==> config.mk <==
export PLATFORM = sky130hd
export DESIGN_NAME = parity_scrubber
export DESIGN_NICKNAME = d
export VERILOG_FILES = /design/src/rtl/parscrub_pkg.sv /design/src/rtl/scrub_store.sv /design/src/rtl/scrub_sequencer.sv /design/src/rtl/scrub_errlog.sv /design/src/rtl/parity_scrubber.sv
export SDC_FILE = /design/constraint.sdc
export NUM_CORES = 1
export LEC_CHECK = 0
export BUFFER_PORTS_ARGS = -buffer_cell sky130_fd_sc_hd__buf_2
export CAP_MARGIN = 20
export CORE_UTILIZATION = 38
export CTS_CLUSTER_SIZE = 40
export DETAILED_ROUTE_END_ITERATION = 7
export PLACE_DENSITY = 0.52
export SETUP_SLACK_MARGIN = 0.5
export SYNTH_ARGS = -nofsm -noshare
export SYNTH_HDL_FRONTEND = slang
export SYNTH_SLANG_ARGS = --single-unit
==> constraint.sdc <==
create_clock -name clk -period 9.08 [get_ports clk]
set_input_delay 1.816 -clock clk [delete_from_list [all_inputs] [get_ports clk]]
set_output_delay 1.816 -clock clk [all_outputs]
set_load 0.01 [all_outputs]
==> src/rtl/parscrub_pkg.sv <==
package parscrub_pkg;

    typedef enum logic {
        PAR_EVEN = 1'b0,
        PAR_ODD  = 1'b1
    } par_kind_e;

    typedef enum logic {
        SQ_WAIT  = 1'b0,
        SQ_SWEEP = 1'b1
    } sweep_state_e;

    // Parity bit that makes the whole stored word match the chosen kind.
    function automatic logic par_bit(input logic [63:0] d, input par_kind_e k);
        return (^d) ^ logic'(k);
    endfunction

    // Mismatch test on a complete word including its parity bit.
    function automatic logic par_bad(input logic [64:0] w, input par_kind_e k);
        return (^w) != logic'(k);
    endfunction

endpackage

==> src/rtl/scrub_store.sv <==
module scrub_store
    import parscrub_pkg::*;
#(
    parameter int        DATA_W = 31,
    parameter int        DEPTH  = 8,
    parameter int        ADDR_W = 3,
    parameter int        IDX_W  = 5,
    parameter par_kind_e KIND   = PAR_ODD
) (
    input  logic              clk,
    input  logic              rst,
    input  logic              wr_en,
    input  logic [ADDR_W-1:0] wr_addr,
    input  logic [DATA_W-1:0] wr_data,
    input  logic              inj_en,
    input  logic [ADDR_W-1:0] inj_addr,
    input  logic [IDX_W-1:0]  inj_bit,
    input  logic [ADDR_W-1:0] sel_addr,
    output logic [DATA_W:0]   sel_word
);
    localparam int WORD_W = DATA_W + 1;

    logic [WORD_W-1:0] mem [DEPTH];
    logic              zero_par;

    assign zero_par = par_bit(64'd0, KIND);

    always_ff @(posedge clk) begin
        if (rst) begin
            for (int i = 0; i < DEPTH; i++) begin
                mem[i] <= {zero_par, {DATA_W{1'b0}}};
            end
        end else begin
            if (inj_en && (int'(inj_addr) < DEPTH)) begin
                mem[inj_addr] <= mem[inj_addr] ^ (WORD_W'(1) << inj_bit);
            end
            if (wr_en && (int'(wr_addr) < DEPTH)) begin
                mem[wr_addr] <= {par_bit(64'(wr_data), KIND), wr_data};
            end
        end
    end

    assign sel_word = (int'(sel_addr) < DEPTH) ? mem[sel_addr] : '0;

endmodule

==> src/rtl/scrub_sequencer.sv <==
module scrub_sequencer
    import parscrub_pkg::*;
#(
    parameter int DEPTH       = 8,
    parameter int ADDR_W      = 3,
    parameter int IDLE_CYCLES = 20
) (
    input  logic              clk,
    input  logic              rst,
    input  logic              sw_req,
    output logic              grant,
    output logic [ADDR_W-1:0] sweep_addr
);
    localparam int CNT_W = $clog2(IDLE_CYCLES + 1);
    localparam logic [ADDR_W-1:0] LAST_ADDR = ADDR_W'(DEPTH - 1);
    localparam logic [CNT_W-1:0]  CNT_TOP   = CNT_W'(IDLE_CYCLES - 1);

    sweep_state_e     state;
    logic [CNT_W-1:0] cnt;

    always_ff @(posedge clk) begin
        if (rst) begin
            state      <= SQ_WAIT;
            cnt        <= '0;
            sweep_addr <= '0;
        end else begin
            case (state)
                SQ_WAIT: begin
                    if (cnt == CNT_TOP) begin
                        state      <= SQ_SWEEP;
                        cnt        <= '0;
                        sweep_addr <= '0;
                    end else begin
                        cnt <= cnt + 1'b1;
                    end
                end
                default: begin
                    if (!sw_req) begin
                        if (sweep_addr == LAST_ADDR) begin
                            state <= SQ_WAIT;
                        end else begin
                            sweep_addr <= sweep_addr + 1'b1;
                        end
                    end
                end
            endcase
        end
    end

    assign grant = (state == SQ_SWEEP) && !sw_req;


    sniff_yield_chk: assert property (@(posedge clk) disable iff (rst)
        (state == SQ_SWEEP && sw_req) |=> (state == SQ_SWEEP && $stable(sweep_addr)));


    sweep_end_chk: assert property (@(posedge clk) disable iff (rst)
        (state == SQ_WAIT && $past(state) == SQ_SWEEP) |-> $past(sweep_addr) == LAST_ADDR);


    idle_bound_chk: assert property (@(posedge clk) disable iff (rst)
        (state == SQ_WAIT) |-> (int'(cnt) < IDLE_CYCLES));

endmodule

==> src/rtl/scrub_errlog.sv <==
module scrub_errlog #(
    parameter int ADDR_W = 3
) (
    input  logic              clk,
    input  logic              rst,
    input  logic              hit,
    input  logic [ADDR_W-1:0] hit_addr,
    input  logic              clr,
    output logic              err_flag,
    output logic [ADDR_W-1:0] err_addr
);
    always_ff @(posedge clk) begin
        if (rst) begin
            err_flag <= 1'b0;
            err_addr <= '0;
        end else if (hit && (!err_flag || clr)) begin
            err_flag <= 1'b1;
            err_addr <= hit_addr;
        end else if (clr) begin
            err_flag <= 1'b0;
        end
    end


    err_hold_chk: assert property (@(posedge clk) disable iff (rst)
        (err_flag && !clr) |=> (err_flag && $stable(err_addr)));

endmodule

==> src/rtl/parity_scrubber.sv <==
module parity_scrubber
    import parscrub_pkg::*;
#(
    parameter int        DATA_W      = 31,
    parameter int        DEPTH       = 8,
    parameter int        IDLE_CYCLES = 20,
    parameter par_kind_e KIND        = PAR_ODD,
    localparam int       ADDR_W      = (DEPTH > 1) ? $clog2(DEPTH) : 1,
    localparam int       IDX_W       = $clog2(DATA_W + 1)
) (
    input  logic              clk,
    input  logic              rst,
    input  logic              wr_en,
    input  logic [ADDR_W-1:0] wr_addr,
    input  logic [DATA_W-1:0] wr_data,
    input  logic              rd_en,
    input  logic [ADDR_W-1:0] rd_addr,
    output logic [DATA_W-1:0] rd_data,
    output logic              rd_valid,
    input  logic              inj_en,
    input  logic [ADDR_W-1:0] inj_addr,
    input  logic [IDX_W-1:0]  inj_bit,
    input  logic              err_clr,
    output logic              err_flag,
    output logic [ADDR_W-1:0] err_addr
);
    logic              grant;
    logic [ADDR_W-1:0] sweep_addr;
    logic [ADDR_W-1:0] sel_addr;
    logic [DATA_W:0]   sel_word;
    logic              chk_bad;
    logic              hit;

    assign sel_addr = rd_en ? rd_addr : sweep_addr;

    scrub_store #(
        .DATA_W (DATA_W),
        .DEPTH  (DEPTH),
        .ADDR_W (ADDR_W),
        .IDX_W  (IDX_W),
        .KIND   (KIND)
    ) u_store (
        .clk      (clk),
        .rst      (rst),
        .wr_en    (wr_en),
        .wr_addr  (wr_addr),
        .wr_data  (wr_data),
        .inj_en   (inj_en),
        .inj_addr (inj_addr),
        .inj_bit  (inj_bit),
        .sel_addr (sel_addr),
        .sel_word (sel_word)
    );

    scrub_sequencer #(
        .DEPTH       (DEPTH),
        .ADDR_W      (ADDR_W),
        .IDLE_CYCLES (IDLE_CYCLES)
    ) u_seq (
        .clk        (clk),
        .rst        (rst),
        .sw_req     (rd_en),
        .grant      (grant),
        .sweep_addr (sweep_addr)
    );

    assign chk_bad = par_bad(65'(sel_word), KIND);
    assign hit     = (rd_en || grant) && chk_bad;

    scrub_errlog #(
        .ADDR_W (ADDR_W)
    ) u_err (
        .clk      (clk),
        .rst      (rst),
        .hit      (hit),
        .hit_addr (sel_addr),
        .clr      (err_clr),
        .err_flag (err_flag),
        .err_addr (err_addr)
    );

    always_ff @(posedge clk) begin
        if (rst) begin
            rd_valid <= 1'b0;
            rd_data  <= '0;
        end else begin
            rd_valid <= rd_en;
            if (rd_en) begin
                rd_data <= sel_word[DATA_W-1:0];
            end
        end
    end


    rd_valid_chk: assert property (@(posedge clk) disable iff (rst)
        rd_en |=> rd_valid);


    err_from_read_chk: assert property (@(posedge clk) disable iff (rst)
        (rd_en && chk_bad) |=> err_flag);

endmodule

==> impl_metrics.csv, run 1 <==
group,metric,value,unit
die,rows,79,
critical_path,critical-path-top-delay-family,"XOR/XNOR gates",
timing,max_freq,166.9,MHz
timing,period_needed,5.992,ns
yosys,synthTopCellsByCount,"edfxtp_1, a22o_1, nand2_1",
status,status,"complete, no violations",
yosys,synth_seq_area_share,0.4814,
cts,cts_tree,"built",
yosys,yosys_warnings,0,
die,core-area,0.04646,mm^2
cells_and_area,antennaDiodeCount,0,
yosys,synth.avg_cell_area,10.29,um^2
timing,worst_pin_slew,1.065,ns
grt,grtUsageMet2,0.4820,
die,die_h,218.7,um
cts,clk_latency,0.58,ns
yosys,synth.net_count,1787,
cells_and_area,fillers,4412,
cells_and_area,layout-drive-gt1-share,0.1411,
cells_and_area,areaGrowthSynthToFinish,11.56,%
pwr,p_leak,7.154,nW
grt,use_met3,0.07975,
route,ant_nets,0,
hold_path,min_path_type,"reg -> reg",
die,ios,87,
critical_path,slowest_delay,0.65,ns
route,drt_iter0_markers,2483,
pwr,irDropWorstVdd,0.0001290,V
pwr,internal_power,0.002656,W
critical_path,worstSetupEndpointType,"register",
cts,clock_path_buffers,3,
timing,slew_headroom,0.2877,
place,io_buffers,86,
timing,final_max_slew_viol_count,0,
yosys,yosysTopAreaCell,"edfxtp_1",
die,die_w,218.7,um
pwr,p_per_area,193.3,mW/mm^2
run,cap_violations,0,
route,vias_per_cell,6.912,
yosys,synth_top_cell_area_share,0.4309,
route,dr.pass1.iters,6,
grt,grt_pass1_wl,111100,um
yosys,synth-seq-cells,301,
grt,antenna_found_initial,1,
cells_and_area,fin_nets,1774,
pwr,p_sw_frac,0.3095,
route,totalWireLength,78620,um
pwr,pwr-share-comb,0.206,
cts,clkSlewWorstSetupHoldPaths,0.06,ns
timing,clock_skew,0.02599,ns
route,drc,0,
yosys,synth_most_common_cell,"edfxtp_1",
timing,finalSetupViolations,0,
pwr,power_frac_seq,0.433,
critical_path,cp_slowest_cell,"a22o_1",
critical_path,crit_type,"in -> reg",
critical_path,worst_ep_required_time,9.54,ns
critical_path,worst_path_most_repeated_cell,"buf_4",
grt,grt_overflow,0,
place,globalplace.congestion,0.9546,
grt,top_usage_layer,"met2",
route,dr_total_vias,16251,
place,dp_hpwl,48850,um
yosys,synth_edf_count,256,
grt,met1_usage,0.4562,
cts,cts-hold-fix-buffers,0,
yosys,synth_cell_types,67,
timing,rsz0062_at_grt,"no",
critical_path,arrival,6.45,ns
yosys,ys_dominant_reg_cell,"edfxtp_1",
place,dp_slack,2.669,ns
cts,numCtsBuffers,35,
yosys,synth.area.top_cells,"edfxtp_1, a22o_1, dfxtp_1",
route,wire_per_inst,33.44,um
timing,fin_setup_tns,0,ns
timing,hold_viol,0,
pwr,p_clk_frac,0.361,
cts,cts_root_buffer,"clkbuf_16",
yosys,synth-async-reset-ratio,0,
critical_path,path_cells,"buf_4 > buf_4 > nor2b_1 > a22o_1 > buf_4 > a32oi_1 > o21ai_0 > xor2_1 > xnor3_1 > xnor2_1 > xnor3_1 > xnor3_2 > a21oi_1 > a311oi_1",
critical_path,start_kind,"input port",
pwr,p_switching,0.001190,W
grt,grt_pass1_vias,15330,
die,dieArea,0.04781,mm^2
critical_path,critPathMaxFanout,53,
grt,grt.total_usage,0.3268,
cts,ctsResizeCount,0,
cts,cts_setup_buffers,0,
grt,grt_start_max_net_pins,63,
critical_path,path_buf_inv,3,
timing,period_share,0.6599,
cts,cts_sinks,301,
cts,htree_levels,2,
yosys,syn_area,0.01784,mm^2
die,start_util,0.3840,
yosys,syn_inst,1733,
timing,setup_ws,3.088,ns
[per-stage QoR]
stage,instance area (um^2),hold WS (ns),total power [W],cells,utilization
finish,19900,0.4641,0.003846,2351,0.4284
global route,19900,0.5015,0.003951,2351,0.4284
CTS,19860,0.4662,0.003826,2349,0.4275
detailed placement,18780,0.4575,0.002456,2288,0.4043
global placement,18780,0.4539,0.002449,2288,0.4043
floorplan,17840,0.4579,0.002177,1733,-
[final timing paths]
| kind | slack [ns] | to | cells past startpoint | start |
|---|---|---|---|---|
| worst max register to register | 4.36 | u_err.err_addr[0]$_SDFFE_PP0P_ | 13 | u_seq.sweep_addr[0]$_SDFFE_PP0P_ |
| worst max-delay path | 3.09 | u_err.err_addr[0]$_SDFFE_PP0P_ | 14 | rd_en |
| worst min register to register | 0.46 | rd_data[15]$_SDFFE_PP0P_ | 2 | rd_data[15]$_SDFFE_PP0P_ |
| worst min-delay path | 0.46 | rd_data[15]$_SDFFE_PP0P_ | 2 | rd_data[15]$_SDFFE_PP0P_ |
[cell usage in the layout, fill, tap and decap left out, types with 6 or more instances in the layout]
master     netlist  layout
o21ai_0         60      60
nand2_1        164     164
clkbuf_16        0      35
a32oi_1         13      13
nand2b_1        15      15
buf_2           32      85
dfxtp_1         45      43
nor3_2           0      12
and2_1           8       8
inv_1           10      10
a31oi_1         10      10
xnor3_1          7       7
o211ai_1         8       8
a211o_2          0       8
nor2b_1         10      10
nor2_1          84      81
edfxtp_1       256     256
a222oi_1         9       9
nand4_1         11      11
xor2_1          26      26
a211oi_1        42      42
nand3_1         29      28
a21oi_1         79      79
o221ai_1         9       9
nor3_1          27      14
mux2i_1         44      42
a22oi_1         60      60
mux2_2           6       6
buf_4            6      56
o22ai_1         90      90
a22o_1         250     250
xnor2_1         54      54
a21boi_0        10      10
nor4_1          23      21
a221oi_1        13      13
clkinv_2         0       8
[cell type report]
| class | count | area (um^2) | area share |
|---|---|---|---|
| timing repair buffer | 143 | 885.9 | 0.04451 |
| clock buffer | 41 | 918.4 | 0.04615 |
| sequential | 301 | 8591 | 0.4317 |
| tap | 607 | 759.5 | 0.03816 |
| clock inverter | 20 | 160.2 | 0.008048 |
| inverter | 10 | 37.54 | 0.001886 |
| multi-input combinational | 1229 | 8548 | 0.4296 |
[metal layers]
layer,part of all wire,vias to the layer above
met1,0.41,8034
met4,0.039,0
li1,-,6801
met5,0,-
met3,0.12,196
met2,0.43,1220
[registers in the layout, summed over array words and instances, names as in the netlist]
signal            cells
rd_data              31
rd_valid              1
u_err.err_addr        3
u_err.err_flag        1
u_seq.cnt             5
u_seq.state           1
u_seq.sweep_addr      3
u_store.mem         256
[cell families after synthesis]
| group | Yosys count | share of synthesized area |
|---|---|---|
| AO/OA/AOI/OAI | 693 | 0.2891 |
| AND/OR/NAND/NOR | 393 | 0.1002 |
| flip-flops | 301 | 0.4814 |
| buffers and inverters | 203 | 0.04706 |
| XOR/XNOR | 88 | 0.04945 |
| multiplexers | 52 | 0.03058 |
| adder cells (fa/ha/maj) | 3 | 0.002104 |
[power by group through the flow]
| stage | Sequential, W | Clock [W] | Combinational [W] |
|---|---|---|---|
| after global routing | 0.00167 | 0.00145 | 0.000832 |
| final | 0.00167 | 0.00139 | 0.000793 |
| after CTS | 0.00166 | 0.00139 | 0.000770 |
| after floorplan | 0.00167 | 0 | 0.000511 |
| after global placement | 0.00169 | 0 | 0.000758 |
| after detailed placement | 0.00169 | 0 | 0.000765 |
[tightest hold or removal path, delay by kind of cell (launching register included)]
family / cells / cell delay, ns
flip-flops: 1 / 0.31
AND/OR/NAND/NOR: 1 / 0.06
AO/OA/AOI/OAI: 1 / 0.05
Power figures use the tool's default switching activity.
==> run 2, diff against run 1 <==
==> constraint.sdc (replaced) <==
create_clock -name clk -period 5.9 [get_ports clk]
set_input_delay 1.18 -clock clk [delete_from_list [all_inputs] [get_ports clk]]
set_output_delay 1.18 -clock clk [all_outputs]
set_load 0.01 [all_outputs]
==> impl_metrics.csv, run 2 (same netlist as run 1, synthesis figures left out) <==
group,metric,value,unit
status,status,"complete, no violations",
place,dp_hpwl,49900,um
cts,ctsResizeCount,0,
cts,cts-hold-fix-buffers,0,
cells_and_area,fin_nets,1796,
timing,setup_ws,1.157,ns
cells_and_area,antennaDiodeCount,0,
critical_path,path_cells,"buf_4 > nor2_1 > nor2_2 > o31a_1 > a222oi_1 > xor2_1 > xnor3_1 > xnor2_1 > xnor3_1 > xnor3_2 > a21oi_1 > a311oi_1",
place,io_buffers,86,
die,start_util,0.3840,
grt,use_met3,0.06917,
die,die_h,218.7,um
grt,grt.total_usage,0.3170,
grt,met1_usage,0.4352,
timing,finalSetupViolations,0,
grt,grt_pass1_vias,15227,
critical_path,crit_type,"in -> reg",
route,drt_iter0_markers,2408,
timing,period_share,0.8039,
critical_path,worst_ep_required_time,6.35,ns
cts,cts_root_buffer,"clkbuf_16",
timing,hold_viol,0,
hold_path,min_path_type,"reg -> reg",
critical_path,reg2reg_from,"u_seq.sweep_addr[0]$_SDFFE_PP0P_",
hold_path,whs_path_depth,2,
place,dp_cells,2309,
critical_path,critPathMaxFanout,23,
grt,grt_pass1_wl,108700,um
die,core-area,0.04646,mm^2
critical_path,arrival,5.19,ns
timing,period_needed,4.743,ns
route,wire_per_inst,32.35,um
critical_path,slowest_delay,0.79,ns
grt,grt_overflow,0,
grt,top_usage_layer,"met2",
timing,max_freq,210.8,MHz
cells_and_area,instances_no_fill,2372,
timing,final_max_slew_viol_count,0,
route,ant_nets,0,
run,cap_violations,0,
route,totalWireLength,76730,um
route,vias_per_cell,6.819,
route,dr.pass1.iters,8,
cts,htree_levels,2,
route,dr_total_vias,16174,
hold_path,whs_endpoint,"rd_data[21]$_SDFFE_PP0P_",
timing,slew_headroom,0.2284,
cts,cts_sinks,301,
grt,grt_start_max_net_pins,54,
cts,cts_tree,"built",
cells_and_area,final_common_cell,"edfxtp_1",
pwr,irDropWorstVdd,0.0002577,V
grt,antenna_found_initial,2,
cts,clock_path_buffers,3,
critical_path,worst_path_most_repeated_cell,"xnor3_1",
cells_and_area,largest_register_ffs,256,
place,globalplace.congestion,0.9500,
cells_and_area,regMostFlops,"u_store.mem",
cells_and_area,areaGrowthSynthToFinish,12.91,%
timing,worst_pin_slew,1.156,ns
critical_path,worstSetupEndpointType,"register",
cells_and_area,layout-drive-gt1-share,0.1479,
timing,hold_ws,0.4685,ns
route,drc,0,
cts,clk_latency,0.55,ns
cts,clkSlewWorstSetupHoldPaths,0.05,ns
critical_path,rr_endpoint,"u_err.err_addr[0]$_SDFFE_PP0P_",
die,ios,87,
grt,grtUsageMet2,0.4787,
place,dp_slack,0.7141,ns
die,rows,79,
critical_path,cp_slowest_cell,"a222oi_1",
pwr,p_leak,7.278,nW
critical_path,start_kind,"input port",
timing,clock_skew,0.02047,ns
timing,rsz0062_at_grt,"no",
cts,cts_setup_buffers,0,
cts,numCtsBuffers,36,
pwr,p_per_area,296.1,mW/mm^2
die,dieArea,0.04781,mm^2
cells_and_area,reg.largest.list,"u_store.mem (256), rd_data (31), u_seq.cnt (5)",
hold_path,hp-start,"rd_data[21]$_SDFFE_PP0P_",
critical_path,ff2ff_path_depth,11,
cells_and_area,layout_common_cells,"edfxtp_1, a22o_1, nand2_1",
critical_path,reg2reg_setup_slack,1.63,ns
timing,fin_setup_tns,0,ns
die,die_w,218.7,um
[run 2: cell types whose count changed in the layout (fill, tap and decap cells not counted), moves of 2 or more]
cell	before	now
buf_12	2	5
clkbuf_1	4	9
clkinv_2	8	2
buf_4	56	72
inv_6	3	0
clkbuf_16	35	37
[run 2: critical path, delay by kind of cell]
kind / cells / cell delay, ns
AO/OA/AOI/OAI: 4 / 1.32
buffers and inverters: 1 / 0.20
AND/OR/NAND/NOR: 2 / 0.89
XOR/XNOR: 5 / 1.57
[run 2: how the worst max path moves through the flow]
stage | start | end | slack (ns) | cells after the start
2_1_floorplan | rd_en | u_err.err_addr[0]$_SDFFE_PP0P_ | 1.76 | 12
3_3_place_gp | rd_addr[0] | u_err.err_addr[1]$_SDFFE_PP0P_ | 0.74 | 12
3_5_place_dp | rd_addr[0] | u_err.err_addr[1]$_SDFFE_PP0P_ | 0.71 | 12
4_1_cts | rd_addr[0] | u_err.err_addr[0]$_SDFFE_PP0P_ | 1.24 | 12
5_1_grt | rd_en | u_err.err_addr[0]$_SDFFE_PP0P_ | 1.03 | 12
6_report | rd_en | u_err.err_addr[0]$_SDFFE_PP0P_ | 1.16 | 12
[run 2: layout make-up]
| type | instances | area [um^2] |
|---|---|---|
| clock buffers | 47 | 973.4 |
| clock inverters | 14 | 146.4 |
| fillers | 4404 | 26320 |
| inverters | 10 | 37.54 |
| multi-input cells | 1229 | 8542 |
| flip-flops and latches | 301 | 8591 |
| well taps | 607 | 759.5 |
| repair buffers | 164 | 1092 |
[run 2: power by group]
part           internal (W)  leakage (nW)  switching (W)
clock               0.00129         0.538       0.000900
combinational      0.000441          3.72       0.000773
sequential          0.00246          3.02       0.000104
total               0.00419          7.28        0.00178
[run 2: stage by stage]
stage,util,total power (W),instance area [um^2]
2_1_floorplan,-,0.003351,17840
3_3_place_gp,0.4085,0.003777,18980
3_5_place_dp,0.4088,0.003786,18990
4_1_cts,0.4329,0.005954,20110
5_1_grt,0.4336,0.006138,20140
6_report,0.4336,0.005964,20140
[run 2: per-layer routing]
| metal | wire (um) | vias up |
|---|---|---|
| li1 | - | 6851 |
| met1 | 31720 | 8007 |
| met2 | 33440 | 1117 |
| met3 | 8225 | 195 |
| met4 | 3322 | 4 |
| met5 | 26 | - |
==> run 3, diff against run 2 <==
==> constraint.sdc (replaced) <==
create_clock -name clk -period 4.5 [get_ports clk]
set_input_delay 0.9 -clock clk [delete_from_list [all_inputs] [get_ports clk]]
set_output_delay 0.9 -clock clk [all_outputs]
set_load 0.01 [all_outputs]
==> impl_metrics.csv, run 3 (same netlist as run 1, synthesis figures left out) <==
group,metric,value,unit
grt,grt_overflow,0,
cells_and_area,fin_nets,1858,
timing,rsz0062_at_grt,"no",
critical_path,worst_ep_required_time,4.97,ns
cells_and_area,areaGrowthSynthToFinish,16.04,%
die,die_h,218.7,um
place,dp_hpwl,53160,um
die,die_w,218.7,um
route,totalWireLength,77850,um
grt,top_usage_layer,"met2",
pwr,p_per_area,383.8,mW/mm^2
cells_and_area,antennaDiodeCount,0,
critical_path,crit_type,"in -> reg",
grt,met1_usage,0.4443,
critical_path,start_kind,"input port",
place,dp_slack,0.08220,ns
timing,hold_viol,0,
cts,clk_latency,0.56,ns
die,dieArea,0.04781,mm^2
cells_and_area,largest_register_ffs,256,
grt,grtUsageMet2,0.4927,
route,drc,0,
timing,fin_setup_tns,0,ns
cells_and_area,reg.largest.list,"u_store.mem (256), rd_data (31), u_seq.cnt (5)",
timing,period_needed,3.856,ns
route,dr_total_vias,16446,
grt,grt.total_usage,0.3230,
timing,setup_ws,0.6436,ns
critical_path,critPathMaxFanout,18,
die,ios,87,
route,vias_per_cell,6.743,
cells_and_area,layout_common_cells,"edfxtp_1, a22o_1, nand2_1",
critical_path,worstSetupEndpointType,"register",
status,status,"complete, no violations",
cts,cts_root_buffer,"clkbuf_16",
route,wire_per_inst,31.92,um
place,globalplace.congestion,0.9738,
place,io_buffers,86,
cells_and_area,final_common_cell,"edfxtp_1",
hold_path,min_path_type,"reg -> reg",
cts,cts-hold-fix-buffers,0,
critical_path,arrival,4.33,ns
pwr,irDropWorstVdd,0.0002895,V
timing,max_freq,259.3,MHz
cells_and_area,regMostFlops,"u_store.mem",
cts,numCtsBuffers,37,
run,cap_violations,0,
timing,finalSetupViolations,0,
grt,grt_pass1_vias,15623,
timing,final_max_slew_viol_count,0,
cts,htree_levels,2,
grt,antenna_found_initial,0,
grt,grt_start_max_net_pins,58,
cts,cts_tree,"built",
route,dr.pass1.iters,6,
cells_and_area,layout-drive-gt1-share,0.1834,
timing,period_share,0.8570,
cts,cts_sinks,301,
grt,grt_pass1_wl,110900,um
route,drt_iter0_markers,2157,
timing,worst_pin_slew,1.009,ns
timing,hold_ws,0.4601,ns
die,rows,79,
route,ant_nets,0,
die,core-area,0.04646,mm^2
timing,clock_skew,0.01510,ns
pwr,power,0.007945,W
cts,clkSlewWorstSetupHoldPaths,0.05,ns
grt,use_met3,0.06806,
timing,slew_headroom,0.3256,
pwr,p_leak,7.633,nW
cts,clock_path_buffers,3,
die,start_util,0.3840,
## run 3: cell count changes in the layout (fill, tap and decap cells not counted), moves of 4 or more
cell,before,now
buf_12,5,9
clkbuf_1,9,5
clkinv_2,2,7
clkbuf_4,0,5
buf_4,72,130
## run 3: what timing repair did
action,CTS,global route
resized for setup,0,6
setup endpoints to repair,0,4
buffers inserted,0,2
## run 3: worst max-delay path, cell delays in order
cell and delay, ns:
buf_4 0.19, or2_2 0.39, nand2_1 0.23, buf_4 0.28, a31oi_1 0.07, a222oi_1 0.34, buf_4 0.23, xnor3_1 0.40
xnor2_1 0.20, xnor3_1 0.44, xnor3_2 0.32, a21oi_1 0.09, a311oi_1 0.23
## run 3: report_power, final
group	internal, W	total (W)	switching (W)
Clock	0.00170	0.00294	0.00123
Sequential	0.00322	0.00336	0.000137
Combinational	0.000626	0.00165	0.00103
## run 3: worst paths after layout
check                                                 startpoint                              to  slack, ns  cells after the start
worst max-delay path                                       rd_en  u_err.err_addr[2]$_SDFFE_PP0P_       0.64                     13
worst min-delay path                    rd_data[19]$_SDFFE_PP0P_        rd_data[19]$_SDFFE_PP0P_       0.46                      2
worst max register to register  u_seq.sweep_addr[0]$_SDFFE_PP0P_  u_err.err_addr[2]$_SDFFE_PP0P_       0.75                     13
worst min register to register          rd_data[19]$_SDFFE_PP0P_        rd_data[19]$_SDFFE_PP0P_       0.46                      2
## run 3: layout make-up
cell class,count,area (um^2)
Fill cell,4426,25760
Tap cell,607,759.5
Inverter,10,41.29
Sequential cell,301,8591
Clock inverter,17,118.9
Multi-Input combinational cell,1229,8542
Clock buffer,50,1052
Timing Repair Buffer,225,1595
## run 3: routing by layer
metal  routed length, um  up-vias
met4                3183        0
met1               32200     8123
met5                   0        -
met2               33970     1136
met3                8506      226
li1                    -     6961
## run 3: per-stage QoR
stage / std cells / instance area (um^2) / utilization
after global routing: 2439 / 20700 / 0.4456
after floorplan: 1733 / 17840 / -
final: 2439 / 20700 / 0.4456
after global placement: 2370 / 19500 / 0.4197
after CTS: 2437 / 20670 / 0.4449
after detailed placement: 2370 / 19500 / 0.4197
